===== src/rtl/vrs_pkg.sv =====
package vrs_pkg;
   localparam int MAX_SUB = 4;
   localparam int SUB_W   = 2;

   typedef enum logic {
      ORD_INTERLEAVED = 1'b0,
      ORD_PLANAR      = 1'b1
   } order_e;

   function automatic order_e order_of(input logic planar_bit);
      return planar_bit ? ORD_PLANAR : ORD_INTERLEAVED;
   endfunction
endpackage


===== src/rtl/vrs_ctrl.sv =====
module vrs_ctrl
   import vrs_pkg::*;
#(
   parameter int MAX_VL = 64,
   parameter int VL_W   = 7,
   parameter int CNT_W  = 9
) (
   input  logic             clk,
   input  logic             rst_n,
   input  logic             start,
   input  logic [VL_W-1:0]  vec_len,
   input  logic [SUB_W-1:0] sub_code,
   input  logic             pack_in,
   input  logic             unpack_in,
   input  logic             out_ready,
   output logic             load,
   output logic             step,
   output logic             busy,
   output logic             done,
   output logic [VL_W-1:0]  vl_q,
   output logic [SUB_W-1:0] sub_q,
   output order_e           src_ord,
   output order_e           dst_ord
);
   logic [CNT_W-1:0] cnt_q;
   logic [CNT_W-1:0] last_q;
   logic [CNT_W-1:0] total;
   logic             len_ok;
   logic             at_last;

   always_comb begin
      len_ok  = (vec_len != '0) && (int'(vec_len) <= MAX_VL);
      total   = CNT_W'(vec_len) * (CNT_W'(sub_code) + CNT_W'(1));
      load    = start && !busy && len_ok;
      step    = busy && out_ready;
      at_last = (cnt_q == last_q);
   end

   always_ff @(posedge clk or negedge rst_n) begin
      if (!rst_n) begin
         busy    <= 1'b0;
         done    <= 1'b0;
         cnt_q   <= '0;
         last_q  <= '0;
         vl_q    <= '0;
         sub_q   <= '0;
         src_ord <= ORD_INTERLEAVED;
         dst_ord <= ORD_INTERLEAVED;
      end else begin
         done <= step && at_last;
         if (load) begin
            busy    <= 1'b1;
            cnt_q   <= '0;
            last_q  <= total - CNT_W'(1);
            vl_q    <= vec_len;
            sub_q   <= sub_code;
            src_ord <= order_of(pack_in);
            dst_ord <= order_of(unpack_in);
         end else if (step) begin
            if (at_last) busy <= 1'b0;
            else         cnt_q <= cnt_q + CNT_W'(1);
         end
      end
   end
endmodule


===== src/rtl/vrs_ofs_gen.sv =====
module vrs_ofs_gen
   import vrs_pkg::*;
#(
   parameter int VL_W  = 7,
   parameter int OFS_W = 8
) (
   input  logic             clk,
   input  logic             rst_n,
   input  logic             load,
   input  logic             step,
   input  order_e           ord,
   input  logic [VL_W-1:0]  vl_q,
   input  logic [SUB_W-1:0] sub_q,
   output logic [OFS_W-1:0] ofs
);
   logic [SUB_W-1:0] lane_q;
   logic [OFS_W-1:0] elem_q;
   logic [OFS_W-1:0] ofs_q;

   assign ofs = ofs_q;

   always_ff @(posedge clk or negedge rst_n) begin
      if (!rst_n) begin
         lane_q <= '0;
         elem_q <= '0;
         ofs_q  <= '0;
      end else if (load) begin
         lane_q <= '0;
         elem_q <= '0;
         ofs_q  <= '0;
      end else if (step) begin
         if (lane_q == sub_q) begin
            lane_q <= '0;
            elem_q <= elem_q + OFS_W'(1);
         end else begin
            lane_q <= lane_q + SUB_W'(1);
         end
         if (ord == ORD_PLANAR) begin
            if (lane_q == sub_q) ofs_q <= elem_q + OFS_W'(1);
            else                 ofs_q <= ofs_q + OFS_W'(vl_q);
         end else begin
            ofs_q <= ofs_q + OFS_W'(1);
         end
      end
   end
endmodule


===== src/rtl/vec_reorder_seq.sv =====
module vec_reorder_seq
   import vrs_pkg::*;
#(
   parameter int MAX_VL     = 64,
   parameter int VL_W       = $clog2(MAX_VL + 1),
   parameter int OFS_W      = 8,
   parameter int MODE_W     = 16,
   parameter int PACK_BIT   = 14,
   parameter int UNPACK_BIT = 15
) (
   input  logic              clk,
   input  logic              rst_n,
   input  logic              start,
   input  logic [VL_W-1:0]   vec_len,
   input  logic [SUB_W-1:0]  sub_code,
   input  logic [MODE_W-1:0] mode_word,
   input  logic              out_ready,
   output logic [OFS_W-1:0]  src_ofs,
   output logic [OFS_W-1:0]  dst_ofs,
   output logic              out_valid,
   output logic              seq_done
);
   localparam int MAX_PAIRS = MAX_VL * MAX_SUB;
   localparam int CNT_W     = $clog2(MAX_PAIRS + 1);

   if (OFS_W < $clog2(MAX_PAIRS)) begin : g_bad_ofs
      $error("OFS_W too narrow for MAX_VL*MAX_SUB offsets");
   end
   if (VL_W < $clog2(MAX_VL + 1)) begin : g_bad_vl
      $error("VL_W too narrow for MAX_VL");
   end
   if (PACK_BIT >= MODE_W || UNPACK_BIT >= MODE_W || PACK_BIT == UNPACK_BIT) begin : g_bad_mode
      $error("mode bit positions out of range");
   end

   logic             load, step, busy, done;
   logic [VL_W-1:0]  vl_q;
   logic [SUB_W-1:0] sub_q;
   order_e           side_ord [2];
   logic [OFS_W-1:0] side_ofs [2];

   vrs_ctrl #(.MAX_VL(MAX_VL), .VL_W(VL_W), .CNT_W(CNT_W)) u_ctrl (
      .clk       (clk),
      .rst_n     (rst_n),
      .start     (start),
      .vec_len   (vec_len),
      .sub_code  (sub_code),
      .pack_in   (mode_word[PACK_BIT]),
      .unpack_in (mode_word[UNPACK_BIT]),
      .out_ready (out_ready),
      .load      (load),
      .step      (step),
      .busy      (busy),
      .done      (done),
      .vl_q      (vl_q),
      .sub_q     (sub_q),
      .src_ord   (side_ord[0]),
      .dst_ord   (side_ord[1])
   );

   for (genvar s = 0; s < 2; s++) begin : g_side
      vrs_ofs_gen #(.VL_W(VL_W), .OFS_W(OFS_W)) u_gen (
         .clk   (clk),
         .rst_n (rst_n),
         .load  (load),
         .step  (step),
         .ord   (side_ord[s]),
         .vl_q  (vl_q),
         .sub_q (sub_q),
         .ofs   (side_ofs[s])
      );
   end

   assign src_ofs   = side_ofs[0];
   assign dst_ofs   = side_ofs[1];
   assign out_valid = busy;
   assign seq_done  = done;
endmodule


===== config.mk =====
export PLATFORM = sky130hd
export DESIGN_NAME = vec_reorder_seq
export DESIGN_NICKNAME = d
export VERILOG_FILES = /design/src/rtl/vrs_pkg.sv /design/src/rtl/vrs_ctrl.sv /design/src/rtl/vrs_ofs_gen.sv /design/src/rtl/vec_reorder_seq.sv
export SDC_FILE = /design/constraint.sdc
export NUM_CORES = 1
export LEC_CHECK = 0
export ABC_CLOCK_PERIOD_IN_PS = 2100
export BUFFER_PORTS_ARGS = -buffer_cell sky130_fd_sc_hd__clkbuf_2
export CAP_MARGIN = 20
export CORE_UTILIZATION = 40
export DETAILED_ROUTE_END_ITERATION = 12
export PLACE_DENSITY = 0.71
export SYNTH_ARGS = -nofsm -noshare
export SYNTH_HDL_FRONTEND = slang
export SYNTH_SLANG_ARGS = --single-unit

===== constraint.sdc =====
create_clock -name clk -period 2.1 [get_ports clk]
set_input_delay 0.42 -clock clk [delete_from_list [all_inputs] [get_ports clk]]
set_output_delay 0.42 -clock clk [all_outputs]
set_load 0.05 [all_outputs]

==> metrics.txt <==
kind of end point of the critical path register; flop2flop setup slack approximately 0.040 ns; final standard cell utilization of the core a little over half; post-layout instance area 0.00626 mm2; half-perimeter wire length after detailed placement between 9000 and 10000 um; worst vdd ir roughly 0.00053 V; startpoint type of the worst setup path input pin; area post-placement about 0.0057 mm2; vias per inst approximately 5.7; portion of the post-synthesis area used by sequential elements between 30% and 40%; final worst-path cycle share 124%; type of the tightest min-delay check in2reg; global placement routability congestion between 0.8 and 0.9; Placement Rows 40; number of buffers created by CTS 9; ports placed on the boundary between 40 and 50; number of routed nets with antenna violations 0; most frequent standard cell in the layout excluding fill and tap cells nand2_1; peak fanout along the critical path 5; minimum clock period after layout roughly 2.6 ns; outcome finished, violations left; classification of the worst setup path in2reg; Highest Clock Rate about 0.38 GHz; clock latency of the later-clocked register in the worst-skew pair 0.34 ns; Cells on Worst Hold Path 3; number of design-rule violations left by the first detailed-router iteration 431; unrepaired setup endpoints after global routing true; endpoint with the worst hold slack u_ctrl.src_ord$_DFFE_PN0P_; Worst Max-Slew Pin Slew approximately 0.49 ns; power per cell area 1380 mW/mm2; maximum capacitance violations 0; die height 113 um; worst slew margin relative to its limit about two thirds; total number of H-tree levels 3; I/O Buffers 32; Pleak between 2 and 3 nW; gate count after technology mapping roughly 570; Mapped Avg Cell Area roughly 8.6 um2; leading register cell type out of synthesis dfrtp_1; critical hold path startpoint mode_word[14]; path depth of the worst reg2reg path 7; number of DRC violations after detailed routing 1; GRT overflow 0; combined area of all synthesized cells roughly 0.005 mm2; master cell of the clock root buffer clkbuf_16; antenna fix cells 0; async set-reset flop share out of synthesis between 90% and 100%; total global-route track usage between 20% and 30%; area added between synthesis and finish 27.7%; antenna violations before repair 0; number of nets in the finished design around 730; Synth Net Count 640; Die Outline Area 0.0127 mm2; Final Hold Viols 0; vias after detailed routing 4600; Finish-stage setup viols 8; clock sink count 67; worst clock skew on the final layout between 0.01 and 0.015 ns; Die Span X between 100 and 150 um; Worst Setup Slack, final -0.500 ns; critical path data required time ~2.3 ns; arrival time of data at the critical path endpoint about 2.8 ns; starting density of the core between 40% and 50%; total chip power 8.61 mW; iteration count of the initial detailed-routing pass 9; core outline area about 0.012 mm2; violations in the final reports DRC, setup timing; Syn. warnings 0; Slew Limit Fails 0; total of flip-flops plus latches after synthesis 67; largest net degree at the start of global routing 43; wire length of the first global-routing pass 21800 um; buffers from clock root to sink, at most 2; routed len/inst about 17 um; commonest non-fill, non-tap cells in the layout 93 x nand2_1, 62 x dfrtp_1, 54 x buf_4; non-filler cells in the finished layout about 810; fraction of layout cells with a size suffix above 1 24.3%; clock-pin slew on the worst setup and hold paths 0.06 ns; TritonCTS clock tree yes; count of unique library cells instantiated by Yosys 59; total wirelength of the detailed-routed design 13300 um; # placed instances around 800; vias in the first global route 4631; EDFF count, synth 0; startpoint of the most critical register-to-register path u_ctrl.vl_q[0]$_DFFE_PN0P_; reg2reg end g_side[1].u_gen.ofs[6]$_DFFE_PN0P_
critical path, cell delays in order:
cell      delay (ns)
buf_8           0.10
ha_4            0.29
buf_4           0.12
nand2_2         0.06
ha_4            0.22
fa_1            0.56
inv_2           0.05
ha_4            0.25
nand3_1         0.09
o211ai_1        0.14
o41ai_2         0.27
xnor2_1         0.17
o21ai_1         0.07
what timing repair did:
| action | 4_1_cts | 5_1_grt |
|---|---|---|
| hold endpoints to repair | 6 | 0 |
| gates resized for setup | 10 | 56 |
| pin swaps | 3 | 26 |
| buffers inserted | 2 | 5 |
| setup endpoints to repair | 7 | 33 |
| hold buffers | 1 | 0 |
| cloned | 0 | 1 |
report_power, final:
part / leakage (nW) / switching [mW] / internal (mW)
Sequential: 0.868 / 0.626 / 1.73
Combinational: 1.89 / 2.73 / 1.95
Clock: 0.145 / 0.614 / 0.952
Total: 2.90 / 3.97 / 4.64
metrics by stage:
stage | TNS [ns] | setup WS [ns] | hold WS (ns)
floorplan | -2.59 | -0.603 | 0.124
finish | -2.43 | -0.500 | 0.289
global route | -3.64 | -0.615 | 0.295
global placement | -15.20 | -0.819 | 0.287
CTS | -2.38 | -0.505 | 0.288
detailed placement | -16.96 | -0.938 | 0.291
Yosys cell counts, drive strengths merged (3+ instances only):
library cell / instances / area, um2
nand4: 7 / 43.8
nor3b: 4 / 30.0
buf: 10 / 68.8
xor2: 28 / 245
a211oi: 8 / 60.1
a31oi: 6 / 37.5
nor2b: 4 / 25.0
ha: 35 / 438
a21o: 5 / 37.5
and2: 7 / 43.8
fa: 8 / 160
inv: 21 / 78.8
nand2: 98 / 368
mux2i: 3 / 30.0
and3: 7 / 43.8
o211ai: 11 / 82.6
nor3: 19 / 111
clkbuf: 13 / 48.8
nand3: 23 / 115
dfrtp: 67 / 1680
nor4: 5 / 46.3
o22ai: 5 / 31.3
xnor2: 18 / 158
nand2b: 10 / 62.6
nor2: 26 / 97.6
or4: 4 / 33.8
a21oi: 22 / 110
o31ai: 11 / 82.6
o21ai: 50 / 250
cell type report:
| cell class | count | area [um2] |
|---|---|---|
| inverters | 21 | 81.3 |
| repair buffers | 98 | 773 |
| multi-input cells | 457 | 3230 |
| fillers | 1055 | 5700 |
| clock buffers | 10 | 239 |
| flip-flops and latches | 67 | 1680 |
| well taps | 147 | 184 |
| clock inverters | 6 | 63.8 |
worst max path at each step:
stage | from | end | slack [ns] | depth (start not counted)
after global routing | sub_code[0] | u_ctrl.last_q[7]$_DFFE_PN0P_ | -0.62 | 12
after CTS | sub_code[1] | u_ctrl.last_q[7]$_DFFE_PN0P_ | -0.50 | 12
after global placement | sub_code[1] | u_ctrl.last_q[8]$_DFFE_PN0P_ | -0.82 | 12
after floorplan | sub_code[1] | u_ctrl.last_q[7]$_DFFE_PN0P_ | -0.60 | 11
after detailed placement | sub_code[1] | u_ctrl.last_q[8]$_DFFE_PN0P_ | -0.94 | 12
final | sub_code[0] | u_ctrl.last_q[8]$_DFFE_PN0P_ | -0.50 | 13
logic make-up (layout without fill, tap and decap cells):
logic type | Yosys count | in the layout | share of synthesized area, %
xor gates and xnor gates | 46 | 46 | 8.22
buffers and inverters | 44 | 135 | 4.01
and+or+nand+nor | 224 | 224 | 22.5
muxes | 3 | 3 | 0.613
DFF | 67 | 67 | 34.2
adders and majority gates | 43 | 43 | 12.2
AOI/OAI and AO/OA | 141 | 141 | 18.3
metal layers:
metal  wire length, um  share of wire [%]  track usage (%)
met1              5930                 45             28.3
met2              6480                 49             36.1
met3               588                4.4             1.87
met4               307                2.3             8.00
met5                 0                  0                0
sequential cells by signal (all words and copies together), names as in the netlist:
name and cells:
u_ctrl.cnt_q 9, u_ctrl.dst_ord 1, u_ctrl.sub_q 2, u_ctrl.busy 1, g_side.u_gen.lane_q 4, g_side.u_gen.elem_q 16
g_side.u_gen.ofs 16, u_ctrl.done 1, u_ctrl.vl_q 7, u_ctrl.last_q 9, u_ctrl.src_ord 1
Power figures use the tool's default switching activity.
